`config.mk`:
```
export PLATFORM = sky130hd
export DESIGN_NAME = byte_ecc_path
export DESIGN_NICKNAME = d
export VERILOG_FILES = /design/src/rtl/byte_ecc_pkg.sv /design/src/rtl/ecc_check_gen.sv /design/src/rtl/ecc_syndrome_fix.sv /design/src/rtl/ecc_mode_pick.sv /design/src/rtl/byte_ecc_path.sv
export SDC_FILE = /design/constraint.sdc
export NUM_CORES = 1
export LEC_CHECK = 0
export BUFFER_PORTS_ARGS = -buffer_cell sky130_fd_sc_hd__buf_2
export CORE_UTILIZATION = 35
export CTS_CLUSTER_DIAMETER = 80
export DETAILED_ROUTE_END_ITERATION = 12
export PLACE_DENSITY = 0.61
export SYNTH_ARGS = -nofsm -noshare
export SYNTH_HDL_FRONTEND = slang
export SYNTH_SLANG_ARGS = --single-unit
```
`constraint.sdc`:
```
create_clock -name clk -period 1.4 [get_ports clk]
set_input_delay 0.14 -clock clk [delete_from_list [all_inputs] [get_ports clk]]
set_output_delay 0.14 -clock clk [all_outputs]
set_load 0.03 [all_outputs]
```
`src/rtl/byte_ecc_pkg.sv`:
```
package byte_ecc_pkg;

  localparam int DATA_W = 8;
  localparam int CHK_W  = 4;
  localparam int CW_W   = DATA_W + CHK_W;

  typedef enum logic [1:0] {
    MODE_NORMAL = 2'd0,
    MODE_RAW    = 2'd1,
    MODE_CHECK  = 2'd2,
    MODE_LOOP   = 2'd3
  } path_mode_e;

  // True when position p (1-based) holds a check bit.
  function automatic logic is_check_pos(input int p);
    return ((p & (p - 1)) == 0);
  endfunction

  // Place data bits into the non-check positions, check positions left zero.
  function automatic logic [CW_W-1:0] scatter_data(input logic [DATA_W-1:0] d);
    logic [CW_W-1:0] w;
    int j;
    w = '0;
    j = 0;
    for (int p = 1; p <= CW_W; p++) begin
      if (!is_check_pos(p)) begin
        w[p-1] = d[j];
        j++;
      end
    end
    return w;
  endfunction

  // Pull data bits back out of a codeword.
  function automatic logic [DATA_W-1:0] gather_data(input logic [CW_W-1:0] w);
    logic [DATA_W-1:0] d;
    int j;
    d = '0;
    j = 0;
    for (int p = 1; p <= CW_W; p++) begin
      if (!is_check_pos(p)) begin
        d[j] = w[p-1];
        j++;
      end
    end
    return d;
  endfunction

  // Pull check bits out of a codeword.
  function automatic logic [CHK_W-1:0] gather_check(input logic [CW_W-1:0] w);
    logic [CHK_W-1:0] c;
    for (int k = 0; k < CHK_W; k++) c[k] = w[(1 << k) - 1];
    return c;
  endfunction

  // XOR of the positions of all set bits.
  function automatic logic [CHK_W-1:0] pos_syndrome(input logic [CW_W-1:0] w);
    logic [CHK_W-1:0] s;
    s = '0;
    for (int p = 1; p <= CW_W; p++) begin
      if (w[p-1]) s = s ^ CHK_W'(p);
    end
    return s;
  endfunction

endpackage

```
`src/rtl/ecc_check_gen.sv`:
```
module ecc_check_gen
  import byte_ecc_pkg::*;
(
  input  logic [DATA_W-1:0] data_i,
  output logic [CHK_W-1:0]  check_o
);
  // With check positions zeroed, the syndrome of the data alone is the check word.
  always_comb check_o = pos_syndrome(scatter_data(data_i));
endmodule

```
`src/rtl/ecc_syndrome_fix.sv`:
```
module ecc_syndrome_fix
  import byte_ecc_pkg::*;
(
  input  logic [CW_W-1:0]   word_i,
  output logic [DATA_W-1:0] fixed_o,
  output logic [DATA_W-1:0] raw_o,
  output logic [CHK_W-1:0]  stored_chk_o,
  output logic              single_o,
  output logic              multi_o
);
  logic [CHK_W-1:0] syn;
  logic [CW_W-1:0]  flip_mask;

  always_comb begin
    syn = pos_syndrome(word_i);
    flip_mask = '0;
    for (int p = 1; p <= CW_W; p++) begin
      if (syn == CHK_W'(p)) flip_mask[p-1] = 1'b1;
    end
  end

  assign single_o     = (syn != '0) && (syn <= CHK_W'(CW_W));
  assign multi_o      = (syn > CHK_W'(CW_W));
  assign fixed_o      = gather_data(word_i ^ flip_mask);
  assign raw_o        = gather_data(word_i);
  assign stored_chk_o = gather_check(word_i);
endmodule

```
`src/rtl/ecc_mode_pick.sv`:
```
module ecc_mode_pick
  import byte_ecc_pkg::*;
(
  input  logic       loop_i,
  input  logic       chk_i,
  input  logic       raw_i,
  input  logic       persist_i,
  output path_mode_e mode_o
);
  always_comb begin
    if (loop_i)                  mode_o = MODE_LOOP;
    else if (chk_i)              mode_o = MODE_CHECK;
    else if (raw_i || persist_i) mode_o = MODE_RAW;
    else                         mode_o = MODE_NORMAL;
  end
endmodule

```
`src/rtl/byte_ecc_path.sv`:
```
module byte_ecc_path
  import byte_ecc_pkg::*;
(
  input  logic              clk,
  input  logic              rst_n,
  input  logic [DATA_W-1:0] wr_data_i,
  output logic [CHK_W-1:0]  wr_check_o,
  input  logic [CW_W-1:0]   rd_word_i,
  input  logic              rd_valid_i,
  input  logic              oe_n_i,
  input  logic              loop_mode_i,
  input  logic              chk_mode_i,
  input  logic              raw_mode_i,
  input  logic              raw_persist_i,
  output logic [DATA_W-1:0] dout_o,
  output logic              corrected_o,
  output logic              uncorrectable_o
);
  localparam int SYNC_W = 2;

  // Reset: asynchronous assert, synchronous release.
  logic [SYNC_W-1:0] rst_pipe;
  logic              rst_n_s;

  always_ff @(posedge clk or negedge rst_n) begin
    if (!rst_n) rst_pipe <= '0;
    else        rst_pipe <= {rst_pipe[SYNC_W-2:0], 1'b1};
  end
  assign rst_n_s = rst_pipe[SYNC_W-1];

  path_mode_e mode;
  ecc_mode_pick u_mode (
    .loop_i    (loop_mode_i),
    .chk_i     (chk_mode_i),
    .raw_i     (raw_mode_i),
    .persist_i (raw_persist_i),
    .mode_o    (mode)
  );

  ecc_check_gen u_wr_gen (
    .data_i  (wr_data_i),
    .check_o (wr_check_o)
  );

  logic [DATA_W-1:0] dec_fixed, dec_raw;
  logic [CHK_W-1:0]  dec_chk;
  logic              dec_single, dec_multi;
  ecc_syndrome_fix u_dec (
    .word_i       (rd_word_i),
    .fixed_o      (dec_fixed),
    .raw_o        (dec_raw),
    .stored_chk_o (dec_chk),
    .single_o     (dec_single),
    .multi_o      (dec_multi)
  );

  // Loopback capture register and its generator.
  logic [DATA_W-1:0] lb_q, lb_d;
  logic              lb_en;
  logic [CHK_W-1:0]  lb_chk;

  ecc_check_gen u_lb_gen (
    .data_i  (lb_q),
    .check_o (lb_chk)
  );

  // Registered read result.
  logic [DATA_W-1:0] rd_q, rd_d;
  logic              rd_en;
  logic              corr_q, corr_d, unc_q, unc_d;

  always_comb begin
    lb_en = (mode == MODE_LOOP) && !oe_n_i;
    lb_d  = wr_data_i;

    rd_en  = rd_valid_i && (mode != MODE_LOOP);
    rd_d   = rd_q;
    corr_d = 1'b0;
    unc_d  = 1'b0;
    if (rd_en) begin
      unique case (mode)
        MODE_NORMAL: begin
          rd_d   = dec_fixed;
          corr_d = dec_single;
          unc_d  = dec_multi;
        end
        MODE_RAW:   rd_d = dec_raw;
        MODE_CHECK: rd_d = {{(DATA_W-CHK_W){1'b0}}, dec_chk};
        default:    rd_d = rd_q;
      endcase
    end
  end

  always_ff @(posedge clk or negedge rst_n_s) begin
    if (!rst_n_s)   lb_q <= '0;
    else if (lb_en) lb_q <= lb_d;
  end

  always_ff @(posedge clk or negedge rst_n_s) begin
    if (!rst_n_s)   rd_q <= '0;
    else if (rd_en) rd_q <= rd_d;
  end

  always_ff @(posedge clk or negedge rst_n_s) begin
    if (!rst_n_s) begin
      corr_q <= 1'b0;
      unc_q  <= 1'b0;
    end else begin
      corr_q <= corr_d;
      unc_q  <= unc_d;
    end
  end

  // Loopback output stays combinational from the capture register.
  assign dout_o          = (mode == MODE_LOOP) ? {{(DATA_W-CHK_W){1'b0}}, lb_chk} : rd_q;
  assign corrected_o     = corr_q;
  assign uncorrectable_o = unc_q;

endmodule

```
==> flow_metrics.tcl <==
set metrics [dict create \
    drv_slew 0 \
    gp_congestion 0.8945 \
    cts_sinks 20 \
    dr.first_iter.drc_count 21 \
    ys_warn_count 0 \
    synth_compound_area_share_pct 9.423 \
    holdPathEnd "lb_q[0]" \
    drtAntennaViolNets 0 \
    synth-seq-cells 20 \
    cts_root_buf "clkbuf_8" \
    die_h_um 66.90 \
    critPathMaxStageDelay_ns 0.43 \
    synth_top_family_by_area "XOR/XNOR gates" \
    r2r-start "lb_q[2]" \
    min_path_type "in2reg" \
    num_rows 23 \
    status "finished with violations" \
    muxShareOfSynthArea_pct 8.319 \
    finalWorstSetupSlack_ns -0.2847 \
    synth_fa_ha_area_share_pct 0 \
    initial_utilization_pct 36.58 \
    synthFlopType "dfrtp_1" \
    io_buffers 41 \
    period_minus_slack_ns 1.685 \
    grt_pass1_vias 1429 \
    clkTransAtPathRegs_ns 0.07 \
    fin_worst_hold_slack_ns 0.1472 \
    grt_max_degree 19 \
    path_cells "xnor2_2 -> xnor2_1 -> xnor2_1 -> mux2_4 -> buf_6" \
    power.leakage_nw 1.113 \
    fmax_ghz 0.5936 \
    finalHoldViolations 0 \
    synth_area_um2 1474 \
    async_flop_share_pct 100.0 \
    power_density_nw_per_um2 1142 \
    wl_per_cell_um 14.36 \
    cts_tree "yes" \
    required_ns 1.26 \
    irDropWorstVdd_v 0.0005040 \
    slowest_stage "dfrtp_1" \
    antenna_cells 0 \
    yosys.area_share.simple_pct 15.20 \
    worstSkewPairLatency_ns 0.26 \
    synth_cell_types 34 \
    htree_num_levels 1 \
    rsz0062_at_grt "true" \
    critPathArrivalTime_ns 1.54 \
    grt_pass1_wl_mm 6.161 \
    holdPathStages 2 \
    fin_setup_tns_ns -1.089 \
    syn-num-nets 162 \
    antenna_found_initial 0 \
    path_class "reg2out" \
    ioPinCount 42 \
    reg2regPathDepth 2 \
    final_area_um2 2372 \
    drc 0 \
    worst_path_most_repeated_cell "xnor2_1" \
    routed_wirelength_mm 3.834 \
    cp-end-kind "output pin" \
    cts_buffers 3 \
    drive_above_1_share_pct 55.30 \
    dieWidth_um 66.90 \
    die_area_um2 4475 \
    finClkSkew_ns 0.003603 \
    vias_per_cell 5.037 \
    violations "negative setup slack" \
    synth-seq-area-share_pct 33.96 \
    finish.utilization_pct 58.88 \
    clock_path_buffers 2 \
    maxCapViolCount 0 \
    critPathLaunchType "register" \
    synth-xor-area-share_pct 31.24 \
    multiInputGateArea_um2 1109 \
    place_area_um2 1988 \
    area_growth_syn_to_layout_pct 60.95 \
    drtPass1Iterations 4 \
    gr-total-overflow 0 \
    synth_cells 134 \
    pre_cts_slack_ns -0.3832 \
    rrSetupSlack_ns 0.48 \
    syn_avg_cell_area_um2 11.00 \
    hpwl_mm 2.837 \
    num-fill-cells 337 \
    hp-start "wr_data_i[0]" \
    min_period_over_period_pct 120.3 \
    setup_viol 10 \
    track_usage_pct 18.58 \
    timing.rr.end "lb_q[2]" \
    num_vias 1345 \
    critPathMaxFanout 3 \
    synth-edff-count 0 \
    core-area_um2 4029 \
    fin_nets 246 \
    regArea_um2 501.7 \
]
[power breakdown]
group / internal, mW / leakage, nW / switching [mW] / total (mW)
Clock: 0.250 / 0.0288 / 0.183 / 0.433
Sequential: 0.647 / 0.243 / 0.0568 / 0.703
Combinational: 0.848 / 0.841 / 0.724 / 1.57
Total: 1.75 / 1.11 / 0.964 / 2.71
[final cells by class]
cell class | count | area share (%)
inverters | 1 | 0.1582
multi-input cells | 108 | 46.73
clock buffers | 4 | 2.321
well taps | 50 | 2.637
repair buffers | 84 | 27.00
flip-flops and latches | 20 | 21.15
[placed cells by master, fill, tap and decap left out, drive strengths merged]
master and count:
buf 83, xnor2 29, dfrtp 20, mux2 10
nor2 9, xor2 8, nor3 6, nor2b 5
a221oi 4, o22ai 4, clkbuf 4, xnor3 4
a21oi 3, nand4b 3, nand2b 2, nand2 2
and3 2, nand4 2, a22o 2, a221o 2
o21ai 2, nor4b 2, nor4 2, xor3 1
inv 1, a22oi 1, o31a 1, mux2i 1
dlygate4sd3 1, conb 1
[flip-flops by register name, indices dropped and copies added, names as in the netlist]
register         flops
corrected_o          1
lb_q                 8
rd_q                 8
rst_pipe             2
uncorrectable_o      1
[synthesized netlist by cell type, types with 2 or more instances]
cell,number,share of area (%)
a221o_1,2,1.4
nand2b_1,2,0.85
a22o_1,2,1.2
nand4_1,2,0.85
xnor3_1,2,3.1
nor4b_2,2,2.0
o22ai_1,4,1.7
nor4_1,2,0.85
nand2_1,2,0.51
xnor3_2,2,3.2
nor2b_1,5,2.1
nor2_1,9,2.3
xor2_1,8,4.8
mux2_2,10,7.6
and3_1,2,0.85
a221oi_1,4,2.4
nor3_1,6,2.0
clkbuf_1,3,0.76
dfrtp_1,20,34
nand4b_1,2,1.2
a21oi_1,3,1.0
xnor2_1,28,17
[per-layer routing]
metal | global-route usage (%) | share of wire [%]
met1 | 19.09 | 39
met2 | 36.49 | 55
met3 | 2.911 | 3.4
met4 | 7.447 | 2.3
met5 | 0 | 0
[logic make-up after synthesis]
group,after synthesis
XOR/XNOR,42
AND/OR/NAND/NOR,35
flip-flops,20
AO/OA/AOI/OAI,19
multiplexers,11
buffers and inverters,6
other,1
[through the flow]
stage,cells,power (mW)
final,267,2.709
after global routing,267,2.858
after CTS,265,2.648
after detailed placement,252,1.884
after global placement,252,1.865
after floorplan,134,1.499
[what timing repair did]
item	4_1_cts	5_1_grt
setup buffers	9	2
gates resized for setup	42	13
hold buffers	1	0
pin swaps	26	15
endpoints found under the hold margin	2	0
setup endpoints to repair	13	14
[worst max-delay path by stage]
stage / start / endpoint / slack (ns) / cells past startpoint
4_1_cts: lb_q[3] / dout_o[0] / -0.33 / 5
3_3_place_gp: rd_word_i[10] / rd_q[6] / -0.33 / 6
2_1_floorplan: rd_word_i[11] / rd_q[4] / -0.15 / 6
5_1_grt: lb_q[6] / dout_o[0] / -0.38 / 5
3_5_place_dp: rd_word_i[10] / rd_q[6] / -0.38 / 6
6_report: lb_q[6] / dout_o[0] / -0.28 / 5
[critical path: cells and delay by family (launching register included)]
family / cells / cell delay, ns
XOR/XNOR: 3 / 0.46
buffers and inverters: 1 / 0.14
flip-flops: 1 / 0.43
multiplexers: 1 / 0.26
(Power assumes the default switching activity.)
